## src/rtl/acc8_pkg.sv

```systemverilog
package acc8_pkg;
  localparam int unsigned ADDR_W = 16;
  localparam int unsigned DATA_W = 8;
  localparam int unsigned REG_N  = 8;
  localparam int unsigned SEL_W  = $clog2(REG_N);

  localparam logic [SEL_W-1:0] SLOT_MEM = 3'd6;
  localparam logic [SEL_W-1:0] SLOT_A   = 3'd7;
  localparam logic [SEL_W-1:0] SLOT_H   = 3'd4;
  localparam logic [SEL_W-1:0] SLOT_L   = 3'd5;

  localparam logic [2:0] OP_ADD = 3'd0, OP_ADC = 3'd1, OP_SUB = 3'd2, OP_SBC = 3'd3,
                         OP_AND = 3'd4, OP_XOR = 3'd5, OP_OR  = 3'd6, OP_CP  = 3'd7;

  typedef enum logic [2:0] {
    ST_FETCH, ST_DECODE, ST_IMM_LO, ST_IMM_HI, ST_MEMRD, ST_EXEC, ST_HALT
  } state_t;

  typedef struct packed { logic z; logic n; logic h; logic c; } flags_t;

  typedef struct packed {
    logic [DATA_W-1:0] res;
    flags_t            fl;
  } alu_res_t;

  typedef struct packed {
    logic ld_imm;  logic ld_rr;  logic alu_r;  logic alu_imm;
    logic inc;     logic dec;    logic jp;     logic jp_cond;
    logic stop;
    logic [1:0] cc;
    logic [SEL_W-1:0] dst;
    logic [SEL_W-1:0] src;
    logic [2:0] aop;
  } dec_t;

  // Accumulator arithmetic and logic; CP returns A unchanged.
  function automatic alu_res_t alu_eval(input logic [2:0] op, input logic [7:0] a,
                                        input logic [7:0] b, input flags_t fin);
    alu_res_t o;
    logic       ci;
    logic [8:0] w;
    logic [4:0] nib;
    logic [7:0] r;
    o   = '0;
    ci  = (op == OP_ADC || op == OP_SBC) ? fin.c : 1'b0;
    w   = '0;
    nib = '0;
    r   = '0;
    case (op)
      OP_ADD, OP_ADC: begin
        w   = {1'b0, a} + {1'b0, b} + {8'd0, ci};
        nib = {1'b0, a[3:0]} + {1'b0, b[3:0]} + {4'd0, ci};
        r = w[7:0]; o.fl.c = w[8]; o.fl.h = nib[4];
      end
      OP_SUB, OP_SBC, OP_CP: begin
        w   = {1'b0, a} - {1'b0, b} - {8'd0, ci};
        nib = {1'b0, a[3:0]} - {1'b0, b[3:0]} - {4'd0, ci};
        r = w[7:0]; o.fl.c = w[8]; o.fl.h = nib[4]; o.fl.n = 1'b1;
      end
      OP_AND:  begin r = a & b; o.fl.h = 1'b1; end
      OP_XOR:  r = a ^ b;
      default: r = a | b;
    endcase
    o.fl.z = (r == 8'd0);
    o.res  = (op == OP_CP) ? a : r;
    return o;
  endfunction

  // Single-step increment or decrement; carry passes through.
  function automatic alu_res_t step_eval(input logic [7:0] v, input logic down,
                                         input flags_t fin);
    alu_res_t o;
    o.res  = down ? v - 8'd1 : v + 8'd1;
    o.fl.z = (o.res == 8'd0);
    o.fl.n = down;
    o.fl.h = down ? (v[3:0] == 4'h0) : (v[3:0] == 4'hF);
    o.fl.c = fin.c;
    return o;
  endfunction
endpackage

```

## src/rtl/acc8_decode.sv

```systemverilog
module acc8_decode import acc8_pkg::*; (
  input  logic [DATA_W-1:0] op,
  output dec_t              d
);
  always_comb begin
    d     = '0;
    d.dst = op[5:3];
    d.src = op[2:0];
    d.aop = op[5:3];
    d.cc  = op[4:3];
    case (op[7:6])
      2'b00: begin
        if (op == 8'h10)                                   d.stop   = 1'b1;
        else if (op[2:0] == 3'b110)                        d.ld_imm = 1'b1;
        else if (op[2:0] == 3'b100 && op[5:3] != SLOT_MEM) d.inc    = 1'b1;
        else if (op[2:0] == 3'b101 && op[5:3] != SLOT_MEM) d.dec    = 1'b1;
      end
      2'b01: d.ld_rr = 1'b1;
      2'b10: d.alu_r = 1'b1;
      default: begin
        if (op[2:0] == 3'b110) d.alu_imm = 1'b1;
        else if (op == 8'hC3)  d.jp = 1'b1;
        else if (!op[5] && op[2:0] == 3'b010) begin
          d.jp      = 1'b1;
          d.jp_cond = 1'b1;
        end
      end
    endcase
  end
endmodule

```

## src/rtl/acc8_regfile.sv

```systemverilog
module acc8_regfile import acc8_pkg::*; (
  input  logic              clk,
  input  logic              rst_n,
  input  logic              we,
  input  logic [SEL_W-1:0]  waddr,
  input  logic [DATA_W-1:0] wdata,
  input  logic [SEL_W-1:0]  raddr_a,
  output logic [DATA_W-1:0] rdata_a,
  input  logic [SEL_W-1:0]  raddr_b,
  output logic [DATA_W-1:0] rdata_b,
  output logic [ADDR_W-1:0] hl,
  output logic [DATA_W-1:0] acc
);
  logic [DATA_W-1:0] q [REG_N];

  for (genvar i = 0; i < REG_N; i++) begin : g_slot
    if (i == int'(SLOT_MEM)) begin : g_hole
      assign q[i] = '0;
    end else begin : g_reg
      logic [DATA_W-1:0] r;
      always_ff @(posedge clk) begin
        if (!rst_n) r <= '0;
        else if (we && waddr == SEL_W'(i)) r <= wdata;
      end
      assign q[i] = r;
    end
  end

  assign rdata_a = q[raddr_a];
  assign rdata_b = q[raddr_b];
  assign hl      = {q[SLOT_H], q[SLOT_L]};
  assign acc     = q[SLOT_A];

  assert_no_hole_write_R2: assert property (@(posedge clk) disable iff (!rst_n)
    we |-> waddr != SLOT_MEM);
endmodule

```

## src/rtl/acc8_alu.sv

```systemverilog
module acc8_alu import acc8_pkg::*; (
  input  logic [2:0]        op,
  input  logic [DATA_W-1:0] a,
  input  logic [DATA_W-1:0] b,
  input  logic [DATA_W-1:0] v,
  input  logic              step,
  input  logic              down,
  input  flags_t            fin,
  output logic [DATA_W-1:0] res,
  output flags_t            fout
);
  alu_res_t o;
  always_comb o = step ? step_eval(v, down, fin) : alu_eval(op, a, b, fin);
  assign res  = o.res;
  assign fout = o.fl;
endmodule

```

## src/rtl/acc8_core.sv

```systemverilog
module acc8_core import acc8_pkg::*; (
  input  logic              clk,
  input  logic              rst_n,
  input  logic [ADDR_W-1:0] start_pc,
  output logic [ADDR_W-1:0] mem_addr,
  output logic [DATA_W-1:0] mem_wdata,
  output logic              mem_we,
  input  logic [DATA_W-1:0] mem_rdata,
  output logic              halted
);
  state_t            state, state_nx;
  logic [ADDR_W-1:0] pc, pc_nx, hl, jump_target;
  logic [DATA_W-1:0] ir, tmp, op_now, src_val, dst_val, acc, operand, alu_res, rf_wdata;
  logic [SEL_W-1:0]  rf_waddr;
  flags_t            flg, alu_fl;
  dec_t              d;
  logic needs_imm, src_mem, dst_mem, step, cond_ok, in_exec, rf_we;
  logic ev_store, ev_alu, ev_incdec, ev_load, ev_jump;

  assign op_now = (state == ST_DECODE) ? mem_rdata : ir;
  acc8_decode u_dec (.op(op_now), .d(d));

  assign needs_imm = d.ld_imm | d.alu_imm | d.jp;
  assign src_mem   = (d.ld_rr | d.alu_r) && d.src == SLOT_MEM;
  assign dst_mem   = (d.ld_imm | d.ld_rr) && d.dst == SLOT_MEM;
  assign step      = d.inc | d.dec;
  assign operand   = (src_mem || needs_imm) ? tmp : src_val;

  always_comb begin
    case (d.cc)
      2'd0:    cond_ok = !flg.z;
      2'd1:    cond_ok =  flg.z;
      2'd2:    cond_ok = !flg.c;
      default: cond_ok =  flg.c;
    endcase
  end

  // Named events for the checks below
  assign in_exec     = (state == ST_EXEC);
  assign ev_store    = in_exec && dst_mem;
  assign ev_alu      = in_exec && (d.alu_r | d.alu_imm);
  assign ev_incdec   = in_exec && step;
  assign ev_load     = in_exec && (d.ld_imm | d.ld_rr) && !dst_mem;
  assign ev_jump     = (state == ST_IMM_HI) && (!d.jp_cond || cond_ok);
  assign jump_target = {mem_rdata, tmp};

  assign rf_we    = ev_load | ev_incdec | (ev_alu && d.aop != OP_CP);
  assign rf_waddr = ev_alu ? SLOT_A : d.dst;
  assign rf_wdata = ev_load ? operand : alu_res;

  acc8_regfile u_rf (
    .clk(clk), .rst_n(rst_n), .we(rf_we), .waddr(rf_waddr), .wdata(rf_wdata),
    .raddr_a(d.src), .rdata_a(src_val), .raddr_b(d.dst), .rdata_b(dst_val),
    .hl(hl), .acc(acc));

  acc8_alu u_alu (
    .op(d.aop), .a(acc), .b(operand), .v(dst_val), .step(step), .down(d.dec),
    .fin(flg), .res(alu_res), .fout(alu_fl));

  assign mem_we    = ev_store;
  assign mem_wdata = operand;
  assign halted    = (state == ST_HALT);

  always_comb begin
    mem_addr = pc;
    if ((state == ST_DECODE && src_mem) || ev_store) mem_addr = hl;
  end

  always_comb begin
    state_nx = state;
    pc_nx    = pc;
    case (state)
      ST_FETCH: begin pc_nx = pc + 1'b1; state_nx = ST_DECODE; end
      ST_DECODE: begin
        if (d.stop) state_nx = ST_HALT;
        else if (needs_imm) begin pc_nx = pc + 1'b1; state_nx = ST_IMM_LO; end
        else if (src_mem) state_nx = ST_MEMRD;
        else if (d.ld_rr | d.alu_r | step) state_nx = ST_EXEC;
        else state_nx = ST_FETCH;
      end
      ST_IMM_LO: begin
        if (d.jp) begin pc_nx = pc + 1'b1; state_nx = ST_IMM_HI; end
        else state_nx = ST_EXEC;
      end
      ST_IMM_HI: begin
        if (ev_jump) pc_nx = jump_target;
        state_nx = ST_FETCH;
      end
      ST_MEMRD: state_nx = ST_EXEC;
      ST_EXEC:  state_nx = ST_FETCH;
      default:  state_nx = ST_HALT;
    endcase
  end

  always_ff @(posedge clk) begin
    if (!rst_n) begin
      state <= ST_FETCH;
      pc    <= start_pc;
      ir    <= '0;
      tmp   <= '0;
      flg   <= '0;
    end else begin
      state <= state_nx;
      pc    <= pc_nx;
      if (state == ST_DECODE) ir <= mem_rdata;
      if (state == ST_IMM_LO || state == ST_MEMRD) tmp <= mem_rdata;
      if (ev_alu || ev_incdec) flg <= alu_fl;
    end
  end

  assert_store_at_hl_R3: assert property (@(posedge clk) disable iff (!rst_n)
    mem_we |-> mem_addr == hl);
  assert_halt_holds_R9: assert property (@(posedge clk) disable iff (!rst_n)
    halted |=> halted && $stable(mem_addr));
  assert_halt_quiet_R9: assert property (@(posedge clk) disable iff (!rst_n)
    halted |-> !mem_we);
  assert_cp_keeps_acc_R5: assert property (@(posedge clk) disable iff (!rst_n)
    (ev_alu && d.aop == OP_CP) |=> $stable(acc));
  assert_step_keeps_carry_R7: assert property (@(posedge clk) disable iff (!rst_n)
    ev_incdec |=> $stable(flg.c));
  assert_and_flags_R6: assert property (@(posedge clk) disable iff (!rst_n)
    (ev_alu && d.aop == OP_AND) |=> flg.h && !flg.n && !flg.c);
  assert_jump_lands_R8: assert property (@(posedge clk) disable iff (!rst_n)
    ev_jump |=> mem_addr == $past(jump_target));
endmodule

```

## config.mk

```make
export PLATFORM = sky130hd
export DESIGN_NAME = acc8_core
export DESIGN_NICKNAME = d
export VERILOG_FILES = /design/src/rtl/acc8_pkg.sv /design/src/rtl/acc8_decode.sv /design/src/rtl/acc8_regfile.sv /design/src/rtl/acc8_alu.sv /design/src/rtl/acc8_core.sv
export SDC_FILE = /design/constraint.sdc
export NUM_CORES = 1
export LEC_CHECK = 0
export BUFFER_PORTS_ARGS = -buffer_cell sky130_fd_sc_hd__buf_2
export CAP_MARGIN = 20
export CORE_MARGIN = 2
export CORE_UTILIZATION = 40
export DETAILED_ROUTE_END_ITERATION = 6
export HOLD_SLACK_MARGIN = 0.08
export PLACE_DENSITY = 0.64
export SYNTH_ARGS = -nofsm -noshare
export SYNTH_HDL_FRONTEND = slang
export SYNTH_HIERARCHICAL = 1
export SYNTH_SLANG_ARGS = --single-unit
```

## constraint.sdc

```tcl
create_clock -name clk -period 14.17 [get_ports clk]
set_input_delay 2.834 -clock clk [delete_from_list [all_inputs] [get_ports clk]]
set_output_delay 2.834 -clock clk [all_outputs]
set_load 0.005 [all_outputs]
```

==> flow_summary.json, run 1 <==
{
  "stdcell_count": 1151,
  "cts_setup_buffers": 0,
  "fin_total_pwr_mw": 1.05,
  "drt_pre_antenna_iters": 5,
  "clock_path_buffers": 2,
  "grt_antenna_before_repair": 0,
  "path_cells": "buf_2 > mux2_2 > o21ai_0 > and4b_1 > nor3_1 > o31ai_2 > mux2_2 > buf_2",
  "endpoint_kind": "output pin",
  "final.setup.tns_ps": 0,
  "htreeDepth": 3,
  "synth_fp_nets": 946,
  "critical_path_class": "input pin to output pin",
  "leakagePower_nw": 3.15,
  "cts_hold_buf": 0,
  "slowest_stage": "mux2_2",
  "root_buffer": "clkbuf_16",
  "grt_max_degree": 94,
  "post_cts_resized": 0,
  "die_y_um": 144,
  "post-route-util": 0.431,
  "drt-total-wl_mm": 20.8,
  "cap_violations": 0,
  "rows": 51,
  "vias": 6445,
  "place_congestion": 0.855,
  "start_util": 0.404,
  "relSlewSlack": 0.288,
  "pin_count": 52,
  "setup_slack_ps": 5820,
  "critPathMaxStageDelay_ps": 870,
  "synth_warnings": 6,
  "gr-total-overflow": 0,
  "cellPowerDensity_mw_per_mm2": 126,
  "cp_max_fo": 40,
  "numCtsBuffers": 9,
  "rsz0062_at_grt": "false",
  "post-place-ws_ps": 5520,
  "fin_nets": 950,
  "dp_cells": 1134,
  "period_needed_ps": 8350,
  "status": "completed",
  "ant_nets": 0,
  "setup_viol": 0,
  "fin_skew_ps": 12.3,
  "hpwl_mm": 15.5,
  "drt-initial-drc-count": 403,
  "placed_area_mm2": 0.00798,
  "grt_pass1_wl_mm": 33.0,
  "drive_gt1_frac": 0.176,
  "cp.required_ps": 11340,
  "fmax_mhz": 120,
  "maxSlewViolCount": 0,
  "grt_use_total": 0.205,
  "via_per_inst": 5.60,
  "hold_path_class": "flip-flop to flip-flop",
  "die_w_um": 144,
  "worstPathArrival_ps": 5520,
  "syn_area_mm2": 0.00779,
  "postSynthCellCount": 877,
  "wl_per_cell_um": 18.1,
  "dieArea_mm2": 0.0206,
  "post-route-period-util": 0.589,
  "hold_violations": 0,
  "antenna_cells": 0,
  "grt_pass1_vias": 5924,
  "nFillCells": 1943,
  "cts_tree": "yes",
  "worstSetupStartpointType": "input pin",
  "worst_pin_slew_ps": 1070,
  "core_area_mm2": 0.0193,
  "worstSkewPairLatency_ps": 350,
  "hold_slack_ps": 470,
  "area_delta_synth_final_pct": 6.47,
  "final_area_mm2": 0.00830,
  "drc": 0,
  "avgSynthCellArea_um2": 8.89,
  "clkTransAtPathRegs_ps": 60,
  "peakVddDrop_mv": 0.0555,
  "clkSinkCount": 93,
  "numPortBuffers": 51
}
==> path summary, 6_finish.rpt <==
check / start / slack (ps) / endpoint / cells after the start
worst min register to register: u_rf/g_slot[0].g_reg.r[5] / 470 / u_rf/g_slot[0].g_reg.r[5] / 2
worst max register to register: state[0] / 7790 / u_rf/g_slot[3].g_reg.r[7] / 21
worst max-delay path: mem_rdata[0] / 5820 / mem_wdata[2] / 8
worst min-delay path: u_rf/g_slot[0].g_reg.r[5] / 470 / u_rf/g_slot[0].g_reg.r[5] / 2
==> flip-flops by register name (all words and copies together) (netlist names) <==
name                 flops
u_rf/g_slot.g_reg.r     48
pc                      16
ir                       8
tmp                      8
u_rf/acc                 8
state                    3
flg                      2
==> cell usage in the layout (no fill, tap or decap), drive strengths merged, types with 5 or more instances in the layout <==
master	n
a21o	7
a21oi	29
nand2	91
buf	57
or2	8
o211a	8
mux2	52
edfxtp	16
and2	9
xnor2	23
o221ai	7
inv	47
nor4	7
nand2b	5
nor2b	34
xor2	6
a21boi	33
nor2	50
a211oi	9
nand3	23
fa	5
a221oi	25
a31oi	5
nand4	5
nor3	14
o21ai	33
clkbuf	14
dfxtp	77
mux2i	83
ha	38
and3	6
==> layout make-up <==
class	count	area (um2)	share of cell area
clock buffers	14	285	0.0344
clock inverters	2	13.8	0.00166
inverters	47	176	0.0213
multi-input cells	673	5160	0.622
flip-flops and latches	93	2020	0.244
well taps	265	332	0.0400
repair buffers	57	308	0.0371
==> power breakdown <==
part / internal (mW) / switching (mW)
Clock: 0.140 / 0.102
Combinational: 0.208 / 0.281
Sequential: 0.289 / 0.0255
Total: 0.637 / 0.409
==> metal layers <==
metal	share of wire	track usage	up-vias
li1	-	-	3157
met1	0.48	0.298	3055
met2	0.45	0.315	208
met3	0.052	0.0273	25
met4	0.020	0.0619	0
met5	0	0	-
==> critical path, delay by kind of cell <==
kind            cells  cell delay [ps]
mux                 2             1290
simple gates        2              640
compound gates      2              480
buf+inv             2              250
(Power assumes the default switching activity.)
==> run 2: changes to the inputs <==
- clock period: 14.17 -> 7.76 ns (I/O delays scaled with it)
==> flow_summary.json, run 2 (synthesized netlist as in run 1, its figures left out) <==
{
  "cap_violations": 0,
  "endpoint_kind": "flip-flop",
  "vias": 6510,
  "grt_pass1_wl_mm": 34.4,
  "post_cts_resized": 0,
  "worstRegToRegCells": 20,
  "numPortBuffers": 51,
  "final.setup.tns_ps": 0,
  "min_path_cells": 2,
  "rsz0062_at_grt": "false",
  "cp.required_ps": 8030,
  "drive_gt1_frac": 0.178,
  "worstSetupStartpointType": "flip-flop",
  "antenna_cells": 0,
  "critPathMaxStageDelay_ps": 810,
  "drt_pre_antenna_iters": 5,
  "largest_registers": "u_rf/g_slot.g_reg.r (48), pc (16)",
  "layout_common_cells": "nand2_1 (91), mux2i_1 (83), dfxtp_1 (77), buf_2 (51), nor2_1 (48)",
  "grt_pass1_vias": 6087,
  "ant_nets": 0,
  "hold_violations": 0,
  "die_w_um": 144,
  "critical_path_class": "flip-flop to flip-flop",
  "core_area_mm2": 0.0193,
  "leakagePower_nw": 3.15,
  "p_comb_frac": 0.483,
  "htreeDepth": 3,
  "die_y_um": 144,
  "nFillCells": 1952,
  "grt_max_degree": 94,
  "p_int_mw": 1.14,
  "cts_hold_buf": 0,
  "post-route-util": 0.430,
  "relSlewSlack": 0.405,
  "top_register": "u_rf/g_slot.g_reg.r",
  "status": "completed",
  "largest_reg_flops": 48,
  "post-route-period-util": 0.828,
  "area_delta_synth_final_pct": 6.39,
  "clock_path_buffers": 2,
  "cp_max_fo": 27,
  "cpMostUsedCell": "mux2_2",
  "power_switching_uw": 766,
  "period_needed_ps": 6430,
  "grt_use_total": 0.214,
  "fin_skew_ps": 10.4,
  "hold_path_class": "flip-flop to flip-flop",
  "gr-total-overflow": 0,
  "cts_setup_buffers": 0,
  "worstPathArrival_ps": 6700,
  "clkSinkCount": 93,
  "root_buffer": "clkbuf_16",
  "fin_nets": 952,
  "dieArea_mm2": 0.0206,
  "slowest_stage": "nor3b_2",
  "numCtsBuffers": 9,
  "clkTransAtPathRegs_ps": 70,
  "maxSlewViolCount": 0,
  "drc": 0,
  "p_sw_frac": 0.401,
  "start_util": 0.404,
  "cts_tree": "yes",
  "drt-initial-drc-count": 436,
  "via_per_inst": 5.65,
  "path_cells": "nor3b_2 > mux2_2 > o21ai_0 > and4b_1 > nor3_1 > o31ai_2 > mux2_2 > inv_1 > fa_1 > ha_1 > o21ai_0 > a21boi_0 > o21ba_1 > mux2_2 > o21ai_2 > a21oi_1 > a211oi_1 > mux2_2 > mux2i_1 > nor2b_1",
  "fmax_mhz": 156,
  "cellPowerDensity_mw_per_mm2": 230,
  "grt_antenna_before_repair": 0,
  "worstSkewPairLatency_ps": 350,
  "pin_count": 52,
  "place_congestion": 0.909,
  "p_clk_frac": 0.219,
  "setup_viol": 0,
  "mostFrequentLayoutCell": "nand2_1",
  "power_frac_seq": 0.298,
  "wl_per_cell_um": 18.9,
  "worst_pin_slew_ps": 888,
  "hpwl_mm": 16.0,
  "rows": 51,
  "peakVddDrop_mv": 0.112,
  "drt-total-wl_mm": 21.7
}
run 2: cell count changes in the layout (fill, tap and decap cells not counted), sizes merged:
| cell | delta |
|---|---|
| buf | +2 |
| clkbuf | -2 |
| clkinvlp | +1 |
run 2: power by group through the flow:
stage | Combinational [mW] | Sequential, mW | Clock (mW)
after floorplan | 0.719 | 0.559 | 0
after global placement | 0.902 | 0.578 | 0
after detailed placement | 0.907 | 0.579 | 0
after CTS | 0.913 | 0.568 | 0.428
after global routing | 1.01 | 0.573 | 0.446
final | 0.921 | 0.569 | 0.418
run 2: worst max-delay path, delay by kind of cell, from the launching register on:
kind | cells | cell delay, ps
AO/OA/AOI/OAI | 8 | 1470
multiplexers | 5 | 1830
flip-flops | 1 | 590
adder cells (fa/ha/maj) | 2 | 770
AND/OR/NAND/NOR | 4 | 1580
buffers and inverters | 1 | 90
run 2: cell type report:
type | instances | area (um2) | share of cell area
timing repair buffer | 59 | 323 | 0.0389
inverter | 47 | 176 | 0.0213
sequential | 93 | 2020 | 0.244
clock inverter | 3 | 21.3 | 0.00257
multi-input combinational | 673 | 5160 | 0.622
tap | 265 | 332 | 0.0400
clock buffer | 12 | 256 | 0.0309
run 2: per-layer routing:
layer  share of wire  track usage  wire length (um)  vias up
met5               0            0                 0        -
met2            0.46        0.344              9980      165
met4           0.022       0.0686               487        0
met3           0.041       0.0277               900       28
met1            0.48        0.297             10400     3158
li1                -            -                 -     3159
run 2: path summary, 6_finish.rpt:
| path | startpoint | to | slack (ps) |
|---|---|---|---|
| setup / recovery | state[0] | u_rf/g_slot[2].g_reg.r[7] | 1330 |
| hold / removal | u_rf/g_slot[0].g_reg.r[5] | u_rf/g_slot[0].g_reg.r[5] | 470 |
| setup reg to reg | state[0] | u_rf/g_slot[2].g_reg.r[7] | 1330 |
| hold reg to reg | u_rf/g_slot[0].g_reg.r[5] | u_rf/g_slot[0].g_reg.r[5] | 470 |
run 2: metrics by stage:
| step | setup WS (ps) | hold WS (ps) | power, mW | instances | cell area, um2 |
|---|---|---|---|---|---|
| finish | 1330 | 473 | 1.91 | 1152 | 8290 |
| global route | 735 | 488 | 2.03 | 1152 | 8290 |
| CTS | 1360 | 470 | 1.91 | 1151 | 8280 |
| detailed placement | 1300 | 461 | 1.49 | 1136 | 8000 |
| global placement | 1520 | 461 | 1.48 | 1136 | 8000 |
| floorplan | 2210 | 447 | 1.28 | 877 | 7790 |
